`src/rtl/fwb_pkg.sv`:
```
package fwb_pkg;
  typedef enum logic [3:0] {
    ST_IDLE, ST_ID, ST_ADDR, ST_SIZE,
    ST_WD0, ST_WD1, ST_TI0, ST_TI1,
    ST_SYNC, ST_RD0, ST_RD1, ST_TO0, ST_TO1
  } fwb_state_e;

  localparam logic [3:0] NIB_SYNC  = 4'h0;
  localparam logic [3:0] NIB_ONES  = 4'hF;
  localparam logic [3:0] SIZE_BYTE = 4'h0;
  localparam int unsigned ADDR_NIBS = 7;
endpackage

```
`src/rtl/fwb_seq.sv`:
```
module fwb_seq
  import fwb_pkg::*;
#(
  parameter logic [3:0] START_RD = 4'hD,
  parameter logic [3:0] START_WR = 4'hE,
  parameter int unsigned ADDR_W  = 20,
  parameter int unsigned SEL_BIT = 22
) (
  input  logic              clk_i,
  input  logic              rst_ni,
  input  logic              frame_i,
  input  logic [3:0]        bus_i,
  input  logic [3:0]        id_strap_i,
  input  logic [7:0]        rdata_i,
  output fwb_state_e        state_o,
  output logic              wr_o,
  output logic              acc_o,
  output logic              sel_o,
  output logic [ADDR_W-1:0] addr_o,
  output logic [7:0]        wdata_o,
  output logic [7:0]        rdata_o
);
  localparam int unsigned AQ_W  = SEL_BIT + 1;
  localparam int unsigned CNT_W = $clog2(ADDR_NIBS);
  localparam logic [CNT_W-1:0] CNT_LAST = CNT_W'(ADDR_NIBS - 1);

  fwb_state_e       state_q, state_d;
  logic             wr_q;
  logic [AQ_W-1:0]  addr_q;
  logic [CNT_W-1:0] cnt_q;
  logic [7:0]       wdata_q, rdata_q;
  logic             start_hit;

  assign start_hit = frame_i && (bus_i == START_RD || bus_i == START_WR);

  always_comb begin
    state_d = state_q;
    unique case (state_q)
      ST_IDLE: state_d = ST_IDLE;
      ST_ID:   state_d = (bus_i == id_strap_i) ? ST_ADDR : ST_IDLE;
      ST_ADDR: if (cnt_q == CNT_LAST) state_d = ST_SIZE;
      ST_SIZE: state_d = (bus_i != SIZE_BYTE) ? ST_IDLE : (wr_q ? ST_WD0 : ST_TI0);
      ST_WD0:  state_d = ST_WD1;
      ST_WD1:  state_d = ST_TI0;
      ST_TI0:  state_d = ST_TI1;
      ST_TI1:  state_d = ST_SYNC;
      ST_SYNC: state_d = wr_q ? ST_TO0 : ST_RD0;
      ST_RD0:  state_d = ST_RD1;
      ST_RD1:  state_d = ST_TO0;
      ST_TO0:  state_d = ST_TO1;
      ST_TO1:  state_d = ST_IDLE;
      default: state_d = ST_IDLE;
    endcase
    // strobe overrides everything: restart start-code detection
    if (frame_i) state_d = start_hit ? ST_ID : ST_IDLE;
  end

  always_ff @(posedge clk_i or negedge rst_ni) begin
    if (!rst_ni) begin
      state_q <= ST_IDLE;
      wr_q    <= 1'b0;
      addr_q  <= '0;
      cnt_q   <= '0;
      wdata_q <= '0;
      rdata_q <= '0;
    end else begin
      state_q <= state_d;
      if (start_hit) wr_q <= (bus_i == START_WR);
      if (state_q == ST_ID) cnt_q <= '0;
      if (state_q == ST_ADDR) begin
        addr_q <= {addr_q[AQ_W-2:0], bus_i};
        cnt_q  <= cnt_q + 1'b1;
      end
      if (state_q == ST_WD0) wdata_q[3:0] <= bus_i;
      if (state_q == ST_WD1) wdata_q[7:4] <= bus_i;
      if (state_q == ST_TI1 && !wr_q) rdata_q <= rdata_i;
    end
  end

  assign acc_o   = wr_q ? (state_q == ST_SYNC) : (state_q == ST_TI1);
  assign state_o = state_q;
  assign wr_o    = wr_q;
  assign sel_o   = addr_q[SEL_BIT];
  assign addr_o  = addr_q[ADDR_W-1:0];
  assign wdata_o = wdata_q;
  assign rdata_o = rdata_q;
endmodule

```
`src/rtl/fwb_addr_dec.sv`:
```
module fwb_addr_dec #(
  parameter bit          HALF_DENSITY = 1'b0,
  parameter int unsigned ADDR_W       = 20
) (
  input  logic              acc_i,
  input  logic              sel_i,
  input  logic [ADDR_W-1:0] addr_i,
  output logic              mem_req_o,
  output logic              reg_req_o,
  output logic [ADDR_W-1:0] addr_o
);
  localparam int unsigned KEEP_W = HALF_DENSITY ? ADDR_W - 1 : ADDR_W;
  localparam logic [ADDR_W-1:0] KEEP_MASK = ADDR_W'((64'd1 << KEEP_W) - 64'd1);

  assign mem_req_o = acc_i && sel_i;
  assign reg_req_o = acc_i && !sel_i;
  assign addr_o    = addr_i & KEEP_MASK;
endmodule

```
`src/rtl/fwb_drive.sv`:
```
module fwb_drive
  import fwb_pkg::*;
(
  input  fwb_state_e state_i,
  input  logic [7:0] rdata_i,
  output logic [3:0] bus_o,
  output logic       bus_oe_o
);
  always_comb begin
    bus_o    = NIB_ONES;
    bus_oe_o = 1'b1;
    unique case (state_i)
      ST_SYNC: bus_o = NIB_SYNC;
      ST_RD0:  bus_o = rdata_i[3:0];
      ST_RD1:  bus_o = rdata_i[7:4];
      ST_TO0:  bus_o = NIB_ONES;
      default: bus_oe_o = 1'b0;
    endcase
  end
endmodule

```
`src/rtl/fwb_target.sv`:
```
module fwb_target
  import fwb_pkg::*;
#(
  parameter bit          HALF_DENSITY = 1'b0,
  parameter int unsigned ADDR_W       = 20,
  parameter int unsigned SEL_BIT      = 22,
  parameter logic [3:0]  START_RD     = 4'hD,
  parameter logic [3:0]  START_WR     = 4'hE
) (
  input  logic              clk_i,
  input  logic              rst_ni,
  input  logic              frame_i,
  input  logic [3:0]        bus_i,
  input  logic [3:0]        id_strap_i,
  output logic [3:0]        bus_o,
  output logic              bus_oe_o,
  output logic              mem_req_o,
  output logic              reg_req_o,
  output logic              acc_we_o,
  output logic [ADDR_W-1:0] acc_addr_o,
  output logic [7:0]        acc_wdata_o,
  input  logic [7:0]        mem_rdata_i,
  input  logic [7:0]        reg_rdata_i
);
  fwb_state_e        state;
  logic              acc, sel;
  logic [ADDR_W-1:0] raw_addr;
  logic [7:0]        rd_sel, rd_held;

  assign rd_sel = sel ? mem_rdata_i : reg_rdata_i;

  fwb_seq #(
    .START_RD(START_RD), .START_WR(START_WR),
    .ADDR_W(ADDR_W), .SEL_BIT(SEL_BIT)
  ) seq_i (
    .clk_i, .rst_ni, .frame_i, .bus_i, .id_strap_i,
    .rdata_i(rd_sel),
    .state_o(state),
    .wr_o(acc_we_o),
    .acc_o(acc),
    .sel_o(sel),
    .addr_o(raw_addr),
    .wdata_o(acc_wdata_o),
    .rdata_o(rd_held)
  );

  fwb_addr_dec #(.HALF_DENSITY(HALF_DENSITY), .ADDR_W(ADDR_W)) dec_i (
    .acc_i(acc), .sel_i(sel), .addr_i(raw_addr),
    .mem_req_o, .reg_req_o, .addr_o(acc_addr_o)
  );

  fwb_drive drv_i (
    .state_i(state), .rdata_i(rd_held), .bus_o, .bus_oe_o
  );
endmodule

```
`config.mk`:
```
export PLATFORM = sky130hd
export DESIGN_NAME = fwb_target
export DESIGN_NICKNAME = d
export VERILOG_FILES = /design/src/rtl/fwb_pkg.sv /design/src/rtl/fwb_seq.sv /design/src/rtl/fwb_addr_dec.sv /design/src/rtl/fwb_drive.sv /design/src/rtl/fwb_target.sv
export SDC_FILE = /design/constraint.sdc
export NUM_CORES = 1
export LEC_CHECK = 0
export ABC_AREA = 0
export BUFFER_PORTS_ARGS = -buffer_cell sky130_fd_sc_hd__buf_2
export CAP_MARGIN = 20
export CORE_UTILIZATION = 25
export DETAILED_ROUTE_END_ITERATION = 7
export PLACE_DENSITY_LB_ADDON = 0.1
export SYNTH_ARGS = -nofsm -noshare
export SYNTH_HDL_FRONTEND = slang
export SYNTH_SLANG_ARGS = --single-unit
```
`constraint.sdc`:
```
create_clock -name clk_i -period 5.58 [get_ports clk_i]
set_clock_uncertainty 0.1 [all_clocks]
set_input_delay 0.279 -clock clk_i [delete_from_list [all_inputs] [get_ports clk_i]]
set_output_delay 0.279 -clock clk_i [all_outputs]
set_load 0.03 [all_outputs]
```
==> run summary, run 1 <==
Critical path's top delay family: flip-flops
Number of flops mapped to enable cells by yosys: 0
Most frequent cells in the layout: 62 x buf_2, 45 x dfrtp_1, 20 x o21ai_0
Initial antenna violation count: 0
Syn Nets: 229
Final TNS setup: 0 ns
Largest net degree at the start of global routing: 46
Most common cell after layout, fill and taps aside: buf_2
Achievable frequency: 378.6 MHz
Vias in the first global route: 1,570
Initial Utilization: 0.2604
Filler cell count: 905
Leakage: 0.001419 uW
Reg clk slew, reported paths: 0.09 ns
Top cell type's share of synthesized area: 0.4910
Comb pwr share: 0.062
Failing checks: design-rule violations
Drt drc: 9
CP Launch Type: register
Final hold slack: 0.1629 ns
Async SR Flop Fraction: 1.000
Full die area: 0.009561 mm^2
Clk root buf: clkbuf_8
DIE HEIGHT: 97.78 um
Hold_sp: reg_rdata_i[4]
Layout area overhead: 22.37%
Worst r2r src: seq_i.state_o[2]
Post-detail-place hpwl: 3547 um
Sink Count: 45
Routed length per instance: 13.75 um
Worst Reg2Reg Path Length in Cells: 6
Latest clock arrival within the worst-skew pair: 0.30 ns
NetSw: 147.3 uW
Num CTS Buffers: 5
Sw Ratio: 0.2187
Final setup vio count: 0
R2r setup slk: 3.55 ns
Routed WL: 5005 um
Int Power: 526.5 uW
H-tree Lvls: 2
Crit. End Element: output pin
Vias post-DR: 1,635
DRT iter0 DRCs: 93
GP Congestion: 0.7220
Max_cap viols: 0
Worst r2r dst: seq_i.addr_q[7]
Crit-path max cell delay: 0.78 ns
Seq pwr share: 0.493
Synth area leaders: dfrtp_1 49%, mux2_4 12%, mux2_2 4.4%
Gr ovfl total: 0
Hold Path End: seq_i.rdata_o[4]
Chip Width: 97.78 um
Setup bufs post-CTS: 0
Arrival @ worst endpoint: 2.26 ns
Max-Slew Margin vs Limit: 0.5558
Ant diodes: 0
Top-Level Pins: 63
Register bit total from synthesis: 45
Final min period: 2.641 ns
CTS tree: built
Status: finished with violations
Top cell type by total area after synthesis: dfrtp_1
Clock share of power: 0.444
WHS Path Cells: 3
Yosys Warn Count: 0
Syn Std Cell Area: 0.002293 mm^2
Post-CTS sizing: 0
Hold Crit Class: in -> reg
Multi-input combinational cell area: 0.001041 mm^2
Worst-case clock buffer depth: 2
Final Hold Vio Count: 0
RSZ-0062 raised after global routing: false
Buffers & Inverters on Critical Path: 1
Num rows: 34
PwrDens: 240.1 mW/mm^2
Final period util: 0.4733
Critical setup path kind: reg -> out
CP max-delay cell: dfrtp_1
First-pass GRT wire length: 8335 um
Avg Cell Area, Syn: 11.64 um^2
Unique masters post-synth: 41
Crit-path cells: and2_0, nand3b_2, o31a_1, nor2b_1, buf_2
Register Area: 0.001126 mm^2
DR pass1 iterations: 6
Synth Flop Type: dfrtp_1
Worst vdd ir: 0.1367 mV
Nets: 287
Drt via density: 4.492
Final ANT Viol Nets: 0
Share of cells above drive strength 1: 0.3945
Slew Limit Fails: 0
Crit path max fanout: 24
PortBufs: 62
Post-synthesis sequential area ratio: 0.4910
Synth Instances: 197
Worst slew pin tran: 0.6663 ns
Core area: 0.008806 mm^2
GRT Total Usage: 0.1114
Req. time, crit path: 5.20 ns
==> logic make-up (layout without fill, tap and decap cells) <==
group	Yosys count	in the layout	synth area share
compound gates	40	40	0.1026
xor+xnor	5	5	0.01909
fa+ha+maj	5	5	0.02728
buf+inv	19	78	0.05510
flops	45	45	0.4910
mux	35	35	0.1969
simple gates	48	48	0.1080
==> layout make-up <==
cell class,instances,area share
timing repair buffer,65,0.1239
multi-input combinational,133,0.3709
sequential,45,0.4012
tap,108,0.04815
inverter,5,0.006687
clock buffer,5,0.02452
clock inverter,3,0.02452
==> power by group through the flow <==
stage	Clock (uW)	Combinational, uW	Sequential [uW]
finish	299	42.0	332
global route	329	46.6	333
CTS	315	41.1	333
floorplan	0	13.3	343
global placement	0	40.9	339
detailed placement	0	41.1	339
==> stage by stage <==
step,cells,util,setup slack (ns),power [uW],area (um^2)
finish,364,0.3187,2.939,673.8,2806
CTS,362,0.3153,2.917,688.6,2776
global placement,354,0.2997,3.304,379.8,2639
global route,364,0.3187,2.723,708.6,2806
floorplan,197,-,3.370,356.5,2293
detailed placement,354,0.2997,3.271,380.1,2639
==> what timing repair did <==
item	CTS	global route
endpoints found under the setup margin	0	0
hold buffers	0	1
hold endpoints to repair	0	14
==> metal layers <==
| metal | routed length [um] | global-route usage | up-vias |
|---|---|---|---|
| met2 | 2177 | 0.1609 | 38 |
| met1 | 2577 | 0.1641 | 781 |
| li1 | - | - | 811 |
| met3 | 208 | 0.02720 | 5 |
| met5 | 0 | 0 | - |
| met4 | 41 | 0.03147 | 0 |
==> tightest hold or removal path: cells and delay by family <==
kind	cells	cell delay [ns]
buffers and inverters	1	0.07
AO/OA/AOI/OAI	1	0.13
multiplexers	1	0.05
==> registers in the layout (all words and copies together), names as in the netlist <==
signal and flops:
seq_i.state_o 4, seq_i.cnt_q 3, seq_i.rdata_o 8, seq_i.addr_q 21
seq_i.wdata_o 8, seq_i.wr_o 1
==> worst max-delay path by stage <==
stage / end / from / cells past startpoint / slack (ns)
final: mem_req_o / seq_i.state_o[0] / 5 / 2.94
after global routing: mem_req_o / seq_i.state_o[1] / 5 / 2.72
after CTS: mem_req_o / seq_i.state_o[1] / 5 / 2.92
after detailed placement: mem_req_o / seq_i.state_o[1] / 5 / 3.27
after global placement: mem_req_o / seq_i.state_o[1] / 5 / 3.30
after floorplan: mem_req_o / seq_i.state_o[2] / 6 / 3.37
==> synthesized netlist by cell type (all sizes together), types with 3 or more instances <==
library cell and count:
dfrtp 45, mux2 27, o21ai 20, nand2 18
buf 12, nor2 11, a21oi 8, mux2i 8
ha 5, inv 5, xor2 4, a211oi 3
nor3 3
No activity file was read; power rests on OpenSTA's default activity.
==> run 2, diff against run 1 <==
- clock period: 5.58 -> 2.6 ns (I/O delays scaled with it)
==> run 2 against run 1 <==
  * The flow still finishes with violations (design-rule violations)
  * Largest power group unchanged
  * Sequential share of layout area increased by 0.38 points
  * Routed wire length increased by 2.1%
  * Sequential cell count did not move
  * Sequential power up 110%
  * Setup slack got worse by 2.5 ns
  * Global-route usage rose by 0.32 points
  * Die area unchanged
==> run summary, run 2 (synthesis gave the netlist of run 1 again) <==
Met3 WL post-DR: 231 um
M1 wire length: 2503 um
Metal2 WL: 2331 um
Gr ovfl total: 0
Seq pwr share: 0.565
Latest clock arrival within the worst-skew pair: 0.30 ns
Clk root buf: clkbuf_8
Layout area overhead: 21.22%
Register Area: 0.001126 mm^2
Initial Utilization: 0.2604
Share of cells above drive strength 1: 0.4038
Chip Width: 97.78 um
Sink Count: 45
Max-Slew Margin vs Limit: 0.6626
CTS tree: built
Vias post-DR: 1,659
Arrival @ worst endpoint: 1.89 ns
NetSw: 320.7 uW
Nets: 291
Slew Limit Fails: 0
Filler cell count: 918
Setup slack after layout: 0.4787 ns
Clock share of power: 0.363
Final period util: 0.8159
GP Congestion: 0.7331
Crit. End Element: output pin
Req. time, crit path: 2.37 ns
Num rows: 34
PortBufs: 62
Top-Level Pins: 63
RSZ-0062 raised after global routing: false
Critical setup path kind: reg -> out
Drt via density: 4.508
Multi-input combinational cell area: 0.001041 mm^2
Final TNS setup: 0 ns
Comb pwr share: 0.073
Routed WL: 5109 um
DRT iter0 DRCs: 61
Int Power: 937.6 uW
GRT Total Usage: 0.1146
Core area: 0.008806 mm^2
PwrDens: 452.6 mW/mm^2
Worst Reg2Reg Path Length in Cells: 6
Uppermost layer routed: met4
Status: finished with violations
WHS Path Cells: 3
Final setup vio count: 0
Leakage: 0.001411 uW
Total Power: 1258 uW
Post-CTS sizing: 0
Most frequent cells in the layout: 62 x buf_2, 45 x dfrtp_1, 20 x o21ai_0
Achievable frequency: 471.4 MHz
Most common cell after layout, fill and taps aside: buf_2
CP Launch Type: register
Failing checks: design-rule violations
Worst vdd ir: 0.2054 mV
Setup WS pre-CTS: 0.6484 ns
Num CTS Buffers: 5
DP Cell Count: 359
DR pass1 iterations: 6
First-pass GRT wire length: 8763 um
Post-route insts no fill: 368
Hold Crit Class: in -> reg
Vias in the first global route: 1,718
Final min period: 2.121 ns
Ant diodes: 0
Largest net degree at the start of global routing: 28
Final Hold Vio Count: 0
Crit path max fanout: 11
DIE HEIGHT: 97.78 um
Reg clk slew, reported paths: 0.09 ns
Max reg flops: 21
Sw Ratio: 0.2549
Initial antenna violation count: 0
Routed length per instance: 13.88 um
Max_cap viols: 0
H-tree Lvls: 2
Worst-case clock buffer depth: 2
Drt drc: 10
Top reg by flops: seq_i.addr_q
Worst slew pin tran: 0.5061 ns
Full die area: 0.009561 mm^2
Post-detail-place hpwl: 3660 um
Final ANT Viol Nets: 0
[run 2: path summary, 6_finish.rpt]
| check | start | endpoint | slack [ns] |
|---|---|---|---|
| max | seq_i.state_o[2] | mem_req_o | 0.48 |
| min | reg_rdata_i[1] | seq_i.rdata_o[1] | 0.02 |
| max reg2reg | seq_i.state_o[3] | seq_i.addr_q[17] | 0.63 |
| min reg2reg | seq_i.rdata_o[4] | seq_i.rdata_o[4] | 0.39 |
| max in group asynchronous | rst_ni | seq_i.wdata_o[4] | 1.46 |
| min in group asynchronous | rst_ni | seq_i.addr_q[2] | 0.21 |
[run 2: area by class of cell]
class                      count  area share
clock buffer                   5     0.02475
inverter                       5    0.006751
timing repair buffer          69      0.1314
clock inverter                 3    0.009001
sequential                    45      0.4050
multi-input combinational    133      0.3744
tap                          108     0.04860
[run 2: power by group through the flow]
stage,sequential [uW],combinational [uW],clock (uW)
after global placement,725,92.8,0
after detailed placement,725,93.2,0
after global routing,712,103,516
final,711,91.3,456
after CTS,711,94.7,487
after floorplan,737,28.5,0
[run 2: metal layers]
layer  global-route usage  vias to the layer above
li1                     -                      816
met1               0.1645                      801
met2               0.1740                       37
met3              0.02649                        5
met4              0.02797                        0
met5                    0                        -
[run 2: timing repair]
item                                    in CTS  in global routing
endpoints found under the setup margin       0                  0
hold buffers                                 1                  0
buffers inserted                             0                  0
hold endpoints to repair                    18                  0
[run 2: critical path: stages, from the launching register on]
cell     delay (ns)
dfrtp_1        0.39
inv_1          0.09
ha_1           0.43
nand2_1        0.09
o31a_1         0.28
nor2b_1        0.11
buf_2          0.20
[run 2: metrics by stage]
stage / hold slack (ns) / cell area (um^2) / utilization
2_1_floorplan: -0.2656 / 2293 / -
3_3_place_gp: 0.02354 / 2676 / 0.3039
3_5_place_dp: 0.02076 / 2676 / 0.3039
4_1_cts: 0.02018 / 2780 / 0.3157
5_1_grt: 0.04544 / 2780 / 0.3157
6_report: 0.02033 / 2780 / 0.3157
